`config.mk`:
```
export PLATFORM = sky130hd
export DESIGN_NAME = qlk_unit
export DESIGN_NICKNAME = d
export VERILOG_FILES = /design/src/rtl/qlk_pkg.sv /design/src/rtl/qlk_req_decode.sv /design/src/rtl/qlk_lock_slot.sv /design/src/rtl/qlk_counter.sv /design/src/rtl/qlk_unit.sv
export SDC_FILE = /design/constraint.sdc
export NUM_CORES = 1
export LEC_CHECK = 0
export BUFFER_PORTS_ARGS = -buffer_cell sky130_fd_sc_hd__buf_2
export CORE_MARGIN = 1
export CORE_UTILIZATION = 45
export CTS_CLUSTER_DIAMETER = 80
export DETAILED_ROUTE_END_ITERATION = 8
export PLACE_DENSITY = 0.58
export SYNTH_ARGS = -nofsm -noshare
export SYNTH_HDL_FRONTEND = slang
export SYNTH_SLANG_ARGS = --single-unit
```
`constraint.sdc`:
```
create_clock -name clk -period 14.83 [get_ports clk]
set_clock_uncertainty 0.2 [all_clocks]
set_input_delay 4.449 -clock clk [delete_from_list [all_inputs] [get_ports clk]]
set_output_delay 4.449 -clock clk [all_outputs]
set_load 0.05 [all_outputs]
```
`src/rtl/qlk_pkg.sv`:
```
package qlk_pkg;

  typedef enum logic [1:0] {
    OP_ACQ = 2'd0,
    OP_REL = 2'd1,
    OP_FAI = 2'd2,
    OP_NOP = 2'd3
  } qlk_op_e;

  // Position in a circular line of the given depth.
  function automatic int unsigned ring_pos(int unsigned base, int unsigned off,
                                           int unsigned depth);
    return (base + off) % depth;
  endfunction

  // Index width for a count of items, never below one bit.
  function automatic int unsigned idx_bits(int unsigned n);
    return (n > 1) ? $clog2(n) : 1;
  endfunction

endpackage

```
`src/rtl/qlk_req_decode.sv`:
```
module qlk_req_decode
  import qlk_pkg::*;
#(
  parameter int NPROC = 4,
  parameter int NLOCK = 4,
  parameter int LW    = 2
) (
  input  logic [NPROC-1:0]            req_valid,
  input  logic [2*NPROC-1:0]          req_op,
  input  logic [LW*NPROC-1:0]         req_lock,
  output logic [NLOCK-1:0][NPROC-1:0] acq_o,
  output logic [NLOCK-1:0][NPROC-1:0] rel_o,
  output logic [NLOCK-1:0][NPROC-1:0] fai_o
);

  always_comb begin
    acq_o = '0;
    rel_o = '0;
    fai_o = '0;
    for (int p = 0; p < NPROC; p++) begin
      for (int l = 0; l < NLOCK; l++) begin
        if (req_valid[p] && req_lock[LW*p +: LW] == LW'(l)) begin
          acq_o[l][p] = (req_op[2*p +: 2] == OP_ACQ);
          rel_o[l][p] = (req_op[2*p +: 2] == OP_REL);
          fai_o[l][p] = (req_op[2*p +: 2] == OP_FAI);
        end
      end
    end
  end

endmodule

```
`src/rtl/qlk_lock_slot.sv`:
```
module qlk_lock_slot
  import qlk_pkg::*;
#(
  parameter int NPROC = 4,
  localparam int IW = idx_bits(NPROC),
  localparam int CW = $clog2(NPROC + 1)
) (
  input  logic             clk,
  input  logic             rst_n,
  input  logic [NPROC-1:0] acq_i,
  input  logic [NPROC-1:0] rel_i,
  input  logic [NPROC-1:0] busy_i,
  output logic [NPROC-1:0] grant_o,
  output logic [NPROC-1:0] err_o,
  output logic [NPROC-1:0] wait_o,
  output logic             held_o,
  output logic [IW-1:0]    owner_o,
  output logic [CW-1:0]    qcnt_o
);

  logic             held_q, held_n;
  logic [IW-1:0]    owner_q, owner_n;
  logic [IW-1:0]    head_q, head_n;
  logic [CW-1:0]    cnt_q, cnt_n;
  logic [NPROC-1:0] wait_q, wait_n;
  logic [IW-1:0]    line_q [NPROC];
  logic [IW-1:0]    line_n [NPROC];
  logic [NPROC-1:0] gnt_n, err_n;

  // Lanes are applied one after another, lowest index first.
  always_comb begin
    held_n  = held_q;
    owner_n = owner_q;
    head_n  = head_q;
    cnt_n   = cnt_q;
    wait_n  = wait_q;
    line_n  = line_q;
    gnt_n   = '0;
    err_n   = '0;
    for (int p = 0; p < NPROC; p++) begin
      if (acq_i[p]) begin
        if (busy_i[p] || wait_n[p] || (held_n && owner_n == IW'(p))) begin
          err_n[p] = 1'b1;
        end else if (!held_n) begin
          held_n   = 1'b1;
          owner_n  = IW'(p);
          gnt_n[p] = 1'b1;
        end else begin
          line_n[ring_pos(head_n, cnt_n, NPROC)] = IW'(p);
          cnt_n     = cnt_n + CW'(1);
          wait_n[p] = 1'b1;
        end
      end else if (rel_i[p]) begin
        if (!held_n || owner_n != IW'(p)) begin
          err_n[p] = 1'b1;
        end else if (cnt_n != '0) begin
          owner_n         = line_n[head_n];
          wait_n[owner_n] = 1'b0;
          gnt_n[owner_n]  = 1'b1;
          head_n          = IW'(ring_pos(head_n, 1, NPROC));
          cnt_n           = cnt_n - CW'(1);
        end else begin
          held_n = 1'b0;
        end
      end
    end
  end

  always_ff @(posedge clk) begin
    if (!rst_n) begin
      held_q  <= 1'b0;
      owner_q <= '0;
      head_q  <= '0;
      cnt_q   <= '0;
      wait_q  <= '0;
      grant_o <= '0;
      err_o   <= '0;
      for (int k = 0; k < NPROC; k++) line_q[k] <= '0;
    end else begin
      held_q  <= held_n;
      owner_q <= owner_n;
      head_q  <= head_n;
      cnt_q   <= cnt_n;
      wait_q  <= wait_n;
      grant_o <= gnt_n;
      err_o   <= err_n;
      line_q  <= line_n;
    end
  end

  assign wait_o  = wait_q;
  assign held_o  = held_q;
  assign owner_o = owner_q;
  assign qcnt_o  = cnt_q;

endmodule

```
`src/rtl/qlk_counter.sv`:
```
module qlk_counter #(
  parameter int NPROC = 4,
  parameter int CNT_W = 16
) (
  input  logic                        clk,
  input  logic                        rst_n,
  input  logic [NPROC-1:0]            inc_i,
  output logic [NPROC-1:0]            vld_o,
  output logic [NPROC-1:0][CNT_W-1:0] val_o
);

  logic [CNT_W-1:0]            cnt_q, cnt_n;
  logic [NPROC-1:0][CNT_W-1:0] val_n;

  always_comb begin
    cnt_n = cnt_q;
    val_n = '0;
    for (int p = 0; p < NPROC; p++) begin
      if (inc_i[p]) begin
        val_n[p] = cnt_n;
        cnt_n    = cnt_n + CNT_W'(1);
      end
    end
  end

  always_ff @(posedge clk) begin
    if (!rst_n) begin
      cnt_q <= '0;
      vld_o <= '0;
      val_o <= '0;
    end else begin
      cnt_q <= cnt_n;
      vld_o <= inc_i;
      val_o <= val_n;
    end
  end

endmodule

```
`src/rtl/qlk_unit.sv`:
```
module qlk_unit
  import qlk_pkg::*;
#(
  parameter int NPROC = 4,
  parameter int NLOCK = 4,
  parameter int CNT_W = 16,
  localparam int LW = idx_bits(NLOCK),
  localparam int IW = idx_bits(NPROC),
  localparam int CW = $clog2(NPROC + 1)
) (
  input  logic                   clk,
  input  logic                   rst_n,
  input  logic [NPROC-1:0]       req_valid,
  input  logic [2*NPROC-1:0]     req_op,
  input  logic [LW*NPROC-1:0]    req_lock,
  output logic [NPROC-1:0]       grant,
  output logic [LW*NPROC-1:0]    grant_lock,
  output logic [NPROC-1:0]       err,
  output logic [NPROC-1:0]       ret_valid,
  output logic [CNT_W*NPROC-1:0] ret_val
);

  logic [NLOCK-1:0][NPROC-1:0] acq, rel, fai;
  logic [NLOCK-1:0][NPROC-1:0] slot_gnt, slot_err, slot_wait;
  logic [NLOCK-1:0]            slot_held;
  logic [NLOCK-1:0][IW-1:0]    slot_owner;
  logic [NLOCK-1:0][CW-1:0]    slot_qcnt;
  logic [NLOCK-1:0][NPROC-1:0] cnt_vld;
  logic [NLOCK-1:0][NPROC-1:0][CNT_W-1:0] cnt_val;
  logic [NPROC-1:0]            busy;

  qlk_req_decode #(.NPROC(NPROC), .NLOCK(NLOCK), .LW(LW)) u_dec (
    .req_valid(req_valid),
    .req_op   (req_op),
    .req_lock (req_lock),
    .acq_o    (acq),
    .rel_o    (rel),
    .fai_o    (fai)
  );

  // A processor waiting on any lock may not post another acquire.
  always_comb begin
    busy = '0;
    for (int l = 0; l < NLOCK; l++) busy = busy | slot_wait[l];
  end

  for (genvar l = 0; l < NLOCK; l++) begin : g_lock
    qlk_lock_slot #(.NPROC(NPROC)) u_slot (
      .clk    (clk),
      .rst_n  (rst_n),
      .acq_i  (acq[l]),
      .rel_i  (rel[l]),
      .busy_i (busy),
      .grant_o(slot_gnt[l]),
      .err_o  (slot_err[l]),
      .wait_o (slot_wait[l]),
      .held_o (slot_held[l]),
      .owner_o(slot_owner[l]),
      .qcnt_o (slot_qcnt[l])
    );

    qlk_counter #(.NPROC(NPROC), .CNT_W(CNT_W)) u_cnt (
      .clk  (clk),
      .rst_n(rst_n),
      .inc_i(fai[l]),
      .vld_o(cnt_vld[l]),
      .val_o(cnt_val[l])
    );
  end

  always_comb begin
    grant      = '0;
    grant_lock = '0;
    err        = '0;
    ret_valid  = '0;
    ret_val    = '0;
    for (int p = 0; p < NPROC; p++) begin
      for (int l = 0; l < NLOCK; l++) begin
        if (slot_gnt[l][p]) begin
          grant[p]                = 1'b1;
          grant_lock[LW*p +: LW]  = LW'(l);
        end
        if (slot_err[l][p]) err[p] = 1'b1;
        if (cnt_vld[l][p]) begin
          ret_valid[p]                 = 1'b1;
          ret_val[CNT_W*p +: CNT_W]    = cnt_val[l][p];
        end
      end
    end
  end

endmodule

```
==> flow_metrics.env, run 1 <==
export IMPL_status="finished clean"
export IMPL_syn_avg_cell_area_um2=7.82
export IMPL_dp_slack_ns=2.49
export IMPL_required_ns=15.19
export IMPL_routabilityCongestion=0.979
export IMPL_min_period_ns=11.99
export IMPL_nets=3902
export IMPL_yosysMostFrequentCell="nor2_1"
export IMPL_cts_hold_buf=0
export IMPL_cts_max_level=2
export IMPL_grt_total_usage=0.320
export IMPL_dpl_hpwl_mm=84.9
export IMPL_finalSetupViolCount=0
export IMPL_cap_violations=0
export IMPL_drtPass1Iterations=6
export IMPL_cts_tree="done"
export IMPL_async_flop_share=0
export IMPL_tightest_slew_ns=1.09
export IMPL_rsz0062_at_grt="no"
export IMPL_max_vdd_ir_drop_mv=0.0834
export IMPL_syn_area_um2=29500
export IMPL_grt_pass1_vias=26000
export IMPL_max_freq_mhz=83.4
export IMPL_avgRoutedWirePerCell_um=23.4
export IMPL_start_util=0.456
export IMPL_total_power_mw=2.90
export IMPL_ys_ff_latch=448
export IMPL_clk_latency_ns=0.62
export IMPL_place_inst=4580
export IMPL_p_leak_nw=12.0
export IMPL_cts_resized=0
export IMPL_maxSlewHeadroom=0.252
export IMPL_diodes=0
export IMPL_vias=28400
export IMPL_start_kind="input pin"
export IMPL_rows=93
export IMPL_clk_pin_slew_ns=0.06
export IMPL_overflow=0
export IMPL_core_area_um2=64600
export IMPL_hp_class="reg2reg"
export IMPL_numCtsBuffers=53
export IMPL_syn2layout_area_growth_pct=9.56
export IMPL_synth_edf_count=0
export IMPL_fillers=6439
export IMPL_grt_pass1_wl_mm=164
export IMPL_setup_tns_ns=0
export IMPL_power_internal_mw=2.07
export IMPL_yosysSeqAreaShare=0.304
export IMPL_cts_path_max_buffers=3
export IMPL_dieArea_um2=66500
export IMPL_pwr_density_cell_nw_per_um2=89.8
export IMPL_crit_path_max_fanout=25
export IMPL_synth_area_leader_cell="dfxtp_1"
export IMPL_yosys_top_cells_area="dfxtp_1 (30%), nor2_1 (6.2%), xnor2_1 (5.7%)"
export IMPL_drc=0
export IMPL_switching_share=0.286
export IMPL_post_cts_setup_buffer_count=0
export IMPL_seq_power_share=0.427
export IMPL_pin_count=106
export IMPL_place_area_um2=30600
export IMPL_worst_setup_path_end_kind="register"
export IMPL_layoutNonFillerInstCount=4674
export IMPL_drv_slew=0
export IMPL_drtAntennaViolNets=0
export IMPL_crit_arrival_ns=12.36
export IMPL_power_frac_clock=0.443
export IMPL_synth_top_area_share=0.304
export IMPL_viasPerCell=6.07
export IMPL_synth_main_ff_cell="dfxtp_1"
export IMPL_root_buffer="clkbuf_16"
export IMPL_hold_viol=0
export IMPL_wl_mm=109
export IMPL_period_share=0.809
export IMPL_switchingPower_mw=0.830
export IMPL_yosys_top_cells_count="nor2_1 (484), dfxtp_1 (448), nand2_1 (295)"
export IMPL_synth_nets=3891
export IMPL_design_area_um2=32300
export IMPL_ys_warnings_count=0
export IMPL_port_buffers=105
export IMPL_setup_slack_ns=2.84
export IMPL_syn_inst=3769
export IMPL_layout_drive_gt1_share=0.0854
export IMPL_synth_cell_types=111
export IMPL_fp_dieH_um=258
export IMPL_crit_type="in2reg"
export IMPL_chipWidth_um=258
export IMPL_first_iter_violations=2830
export IMPL_antenna_found_initial=4
export IMPL_clock_sinks=448
export IMPL_grt_max_degree=61
export IMPL_combPwrFrac=0.130
kinds of logic after synthesis:
logic type	Yosys count	synth area share
compound gates	860	0.199
flops	448	0.304
mux	65	0.0270
buf+inv	329	0.0434
xor+xnor	300	0.0922
simple gates	1666	0.291
fa+ha+maj	101	0.0428
final cells by class:
class	instances	area [µm²]	share of cell area
Multi-Input combinational cell	2992	19200	0.596
Clock inverter	17	171	0.00531
Tap cell	855	1070	0.0331
Timing Repair Buffer	134	746	0.0231
Inverter	151	569	0.0176
Clock buffer	77	1520	0.0470
Sequential cell	448	8970	0.278
critical path, cell delays in order:
cell and delay [ns]:
buf_2 0.49, nand2b_1 0.52, nor4_1 0.93, nor2_1 0.20, xnor2_1 0.36, inv_1 0.09
ha_1 0.25, ha_1 0.22, nor3_1 0.26, o21ai_0 0.19, nor2_1 0.21, nor2_1 0.08
xnor2_1 0.40, inv_1 0.09, ha_1 0.24, ha_1 0.24, nor3_1 0.40, and3_1 0.46
nor2_1 0.09, xnor2_1 0.37, inv_1 0.10, ha_1 0.24, ha_1 0.21, nor4_1 0.38
nand2_1 0.24, nor4_1 0.46, o31a_1 0.16
worst paths after layout:
kind	from	endpoint	slack, ns	cells after the start
max	req_lock[1]	g_lock[2].u_slot.grant_o[2]$_SDFF_PN0_	2.84	27
min	g_lock[2].u_cnt.cnt_q[9]$_SDFF_PN0_	g_lock[2].u_cnt.val_o[9]$_SDFF_PN0_	0.31	2
max reg2reg	g_lock[2].u_slot.qcnt_o[0]$_SDFF_PN0_	g_lock[2].u_slot.grant_o[2]$_SDFF_PN0_	6.69	28
min reg2reg	g_lock[2].u_cnt.cnt_q[9]$_SDFF_PN0_	g_lock[2].u_cnt.val_o[9]$_SDFF_PN0_	0.31	2
flip-flops by register name, summed over array words and instances, names as in the netlist:
name,count
g_lock.u_slot.head_q,8
g_lock.u_slot.owner_o,8
g_lock.u_slot.held_o,4
g_lock.u_slot.wait_o,16
g_lock.u_cnt.val_o,256
g_lock.u_slot.qcnt_o,12
g_lock.u_slot.line_q,32
g_lock.u_slot.err_o,16
g_lock.u_slot.grant_o,16
g_lock.u_cnt.vld_o,16
g_lock.u_cnt.cnt_q,64
metrics by stage:
step	hold WS, ns	utilization
floorplan	0.250	-
global placement	0.288	0.474
detailed placement	0.294	0.474
CTS	0.314	0.500
global route	0.327	0.500
finish	0.313	0.500
cell usage in the layout, fill, tap and decap left out, types with 24 or more instances in the layout:
master,count
o21a_1,29
buf_2,104
and2_1,100
o21ai_0,157
inv_1,146
nor4_1,69
xor2_1,101
a31oi_1,43
clkbuf_16,53
xnor2_1,192
nand2b_1,29
a22oi_1,68
o211ai_1,33
o31ai_1,32
buf_4,30
ha_1,100
nand3_1,138
nand2_1,295
a211oi_1,31
or2_2,30
dfxtp_1,448
nor2_1,484
a21oi_1,209
mux2i_1,40
nand4_1,50
nor3_1,126
or4_1,35
nor2b_1,31
or3_1,28
and3_1,98
nor3b_1,24
layer usage:
metal	wire (µm)	GRT usage	share of wire
met1	48000	0.437	0.44
met2	49200	0.512	0.45
met3	7640	0.0432	0.070
met4	4230	0.120	0.039
met5	44	0	0.00040
power groups by stage:
stage | sequential (mW) | combinational (mW) | clock, mW
floorplan | 1.25 | 0.281 | 0
global route | 1.24 | 0.415 | 1.35
detailed placement | 1.26 | 0.368 | 0
finish | 1.24 | 0.377 | 1.28
global placement | 1.26 | 0.370 | 0
CTS | 1.24 | 0.371 | 1.30
Power figures use the tool's default switching activity.
==> run 2, diff against run 1 <==
--- a/config.mk
+++ b/config.mk
@@ -5,12 +5,13 @@
 export SDC_FILE = /design/constraint.sdc
 export NUM_CORES = 1
 export LEC_CHECK = 0
+export ABC_AREA = 1
 export BUFFER_PORTS_ARGS = -buffer_cell sky130_fd_sc_hd__buf_2
 export CORE_MARGIN = 1
 export CORE_UTILIZATION = 45
 export CTS_CLUSTER_DIAMETER = 80
 export DETAILED_ROUTE_END_ITERATION = 8
-export PLACE_DENSITY = 0.58
+export PLACE_DENSITY = 0.6
 export SYNTH_ARGS = -nofsm -noshare
 export SYNTH_HDL_FRONTEND = slang
 export SYNTH_SLANG_ARGS = --single-unit
==> constraint.sdc (replaced) <==
create_clock -name clk -period 11 [get_ports clk]
set_clock_uncertainty 0.2 [all_clocks]
set_input_delay 3.3 -clock clk [delete_from_list [all_inputs] [get_ports clk]]
set_output_delay 3.3 -clock clk [all_outputs]
set_load 0.05 [all_outputs]
==> run 2 against run 1 <==
Core utilization up 0.77 points. Critical path depth grew 7. Via count rose by 4.2%. Sequential power rose by 33%. Critical path type unchanged. Largest cell class unchanged.
==> flow_metrics.env, run 2 <==
export IMPL_status="finished clean"
export IMPL_place_inst=5522
export IMPL_largest_reg_flops=256
export IMPL_antenna_found_initial=3
export IMPL_grt_max_degree=69
export IMPL_start_util=0.458
export IMPL_synth_top_area_share=0.310
export IMPL_diodes=0
export IMPL_rsz0062_at_grt="no"
export IMPL_root_buffer="clkbuf_16"
export IMPL_yosys_top_cells_count="nand2_1 (1,212), inv_1 (665), nor2_1 (634)"
export IMPL_period_share=0.761
export IMPL_dpl_hpwl_mm=83.7
export IMPL_start_kind="input pin"
export IMPL_final_cell_mix="nand2_1 (1,212), inv_1 (664), nor2_1 (634)"
export IMPL_max_freq_mhz=119
export IMPL_vias=29600
export IMPL_first_iter_violations=2534
export IMPL_crit_path_max_fanout=8
export IMPL_p_leak_nw=14.7
export IMPL_fillers=6681
export IMPL_yosys_top_cells_area="dfxtp_1 (31%), nand2_1 (16%), inv_1 (8.6%)"
export IMPL_chipWidth_um=256
export IMPL_yosysSeqAreaShare=0.310
export IMPL_regArea_um2=8970
export IMPL_design_area_um2=32100
export IMPL_layout_drive_gt1_share=0.0792
export IMPL_fp_dieH_um=256
export IMPL_grt_pass1_wl_mm=158
export IMPL_cpPeakStageDelay_ns=0.40
export IMPL_dp_slack_ns=2.09
export IMPL_crit_arrival_ns=8.72
export IMPL_crit_path_frequent_cell="inv_1"
export IMPL_pin_count=106
export IMPL_slowest_stage="xor2_1"
export IMPL_avgRoutedWirePerCell_um=18.4
export IMPL_synth_nets=4776
export IMPL_place_area_um2=30300
export IMPL_layoutNonFillerInstCount=5620
export IMPL_viasPerCell=5.26
export IMPL_holdPathStages=2
export IMPL_total_power_mw=3.84
export IMPL_min_period_ns=8.37
export IMPL_async_flop_share=0
export IMPL_syn_inst=4654
export IMPL_wl_mm=103
export IMPL_tightest_slew_ns=1.08
export IMPL_drv_slew=0
export IMPL_grt_pass1_vias=27000
export IMPL_cap_violations=0
export IMPL_clk_latency_ns=0.62
export IMPL_post_cts_setup_buffer_count=0
export IMPL_ys_ff_latch=448
export IMPL_dieArea_um2=65400
export IMPL_maxSlewHeadroom=0.282
export IMPL_routabilityCongestion=0.991
export IMPL_reg2reg_depth=31
export IMPL_overflow=0
export IMPL_cts_path_max_buffers=3
export IMPL_syn_area_um2=29000
export IMPL_pwr_density_cell_nw_per_um2=119
export IMPL_crit_type="in2reg"
export IMPL_mostFrequentLayoutCell="nand2_1"
export IMPL_utilization=0.508
export IMPL_drc=0
export IMPL_multiInputGateArea_um2=17000
export IMPL_finalSetupViolCount=0
export IMPL_synth_main_ff_cell="dfxtp_1"
export IMPL_clock_sinks=448
export IMPL_ys_warnings_count=0
export IMPL_drtPass1Iterations=6
export IMPL_setup_tns_ns=0
export IMPL_cts_max_level=2
export IMPL_core_area_um2=63300
export IMPL_synth_cell_types=64
export IMPL_syn2layout_area_growth_pct=10.9
export IMPL_numCtsBuffers=54
export IMPL_hp_class="reg2reg"
export IMPL_syn_avg_cell_area_um2=6.23
export IMPL_worst_setup_path_end_kind="register"
export IMPL_regMostFlops="g_lock.u_cnt.val_o"
export IMPL_setup_slack_ns=2.63
export IMPL_hold_viol=0
export IMPL_drtAntennaViolNets=0
export IMPL_grt_total_usage=0.310
export IMPL_port_buffers=105
export IMPL_required_ns=11.35
export IMPL_synth_edf_count=0
export IMPL_clk_pin_slew_ns=0.06
export IMPL_worst_hold_slack_ns=0.251
export IMPL_cts_tree="done"
export IMPL_yosysMostFrequentCell="nand2_1"
export IMPL_cts_resized=0
export IMPL_synth_area_leader_cell="dfxtp_1"
export IMPL_max_vdd_ir_drop_mv=0.119
export IMPL_cts_hold_buf=0
export IMPL_nets=4854
export IMPL_top_regs="g_lock.u_cnt.val_o (256), g_lock.u_cnt.cnt_q (64), g_lock.u_slot.line_q (32)"
export IMPL_rows=92
run 2: cell count changes after synthesis, moves of 63 or more:
cell | before | now
and3_1 | 98 | 2
nor3_1 | 126 | 58
and2_1 | 100 | 4
nor2_1 | 484 | 634
o21ai_0 | 157 | 232
xnor2_1 | 192 | 9
a22oi_1 | 68 | 3
inv_1 | 147 | 665
nand3_1 | 138 | 482
nand2_1 | 295 | 1212
nor4_1 | 73 | 10
run 2: where the power goes:
part	switching [mW]	leakage (nW)	internal, mW
combinational	0.248	10.2	0.0911
sequential	0.0182	3.61	1.63
clock	0.759	0.893	1.09
total	1.03	14.7	2.81
run 2: final timing paths:
check	startpoint	end	slack [ns]
max	req_op[1]	g_lock[3].u_slot.head_q[1]$_SDFF_PN0_	2.63
min	g_lock[1].u_cnt.cnt_q[15]$_SDFF_PN0_	g_lock[1].u_cnt.val_o[15]$_SDFF_PN0_	0.25
max reg2reg	g_lock[0].u_slot.wait_o[0]$_SDFF_PN0_	g_lock[3].u_slot.head_q[1]$_SDFF_PN0_	4.76
min reg2reg	g_lock[1].u_cnt.cnt_q[15]$_SDFF_PN0_	g_lock[1].u_cnt.val_o[15]$_SDFF_PN0_	0.25
run 2: cell type report:
class	instances	share of cell area
Sequential cell	448	0.279
Inverter	705	0.0827
Tap cell	846	0.0329
Timing Repair Buffer	111	0.0178
Multi-Input combinational cell	3412	0.530
Clock buffer	77	0.0485
Clock inverter	21	0.00892
run 2: cell families (layout without fill, tap and decap cells):
family | after synthesis | count (layout) | synth area share
mux | 1 | 1 | 0.000345
compound gates | 569 | 569 | 0.108
buf+inv | 794 | 914 | 0.103
xor+xnor | 101 | 101 | 0.0344
fa+ha+maj | 100 | 100 | 0.0432
simple gates | 2641 | 2641 | 0.401
flops | 448 | 448 | 0.310
run 2: routing by layer:
layer / wire length (µm) / GRT usage / vias up
li1: - / - / 15000
met1: 45700 / 0.409 / 13400
met2: 47200 / 0.513 / 931
met3: 5960 / 0.0321 / 184
met4: 4450 / 0.133 / 6
met5: 33 / 0 / -
run 2: critical path, delay by kind of cell:
kind,cells,cell delay [ns]
xor gates and xnor gates,3,1.11
AOI/OAI and AO/OA,2,0.18
adders and majority gates,6,1.39
buffers and inverters,10,1.03
and+or+nand+nor,13,1.72
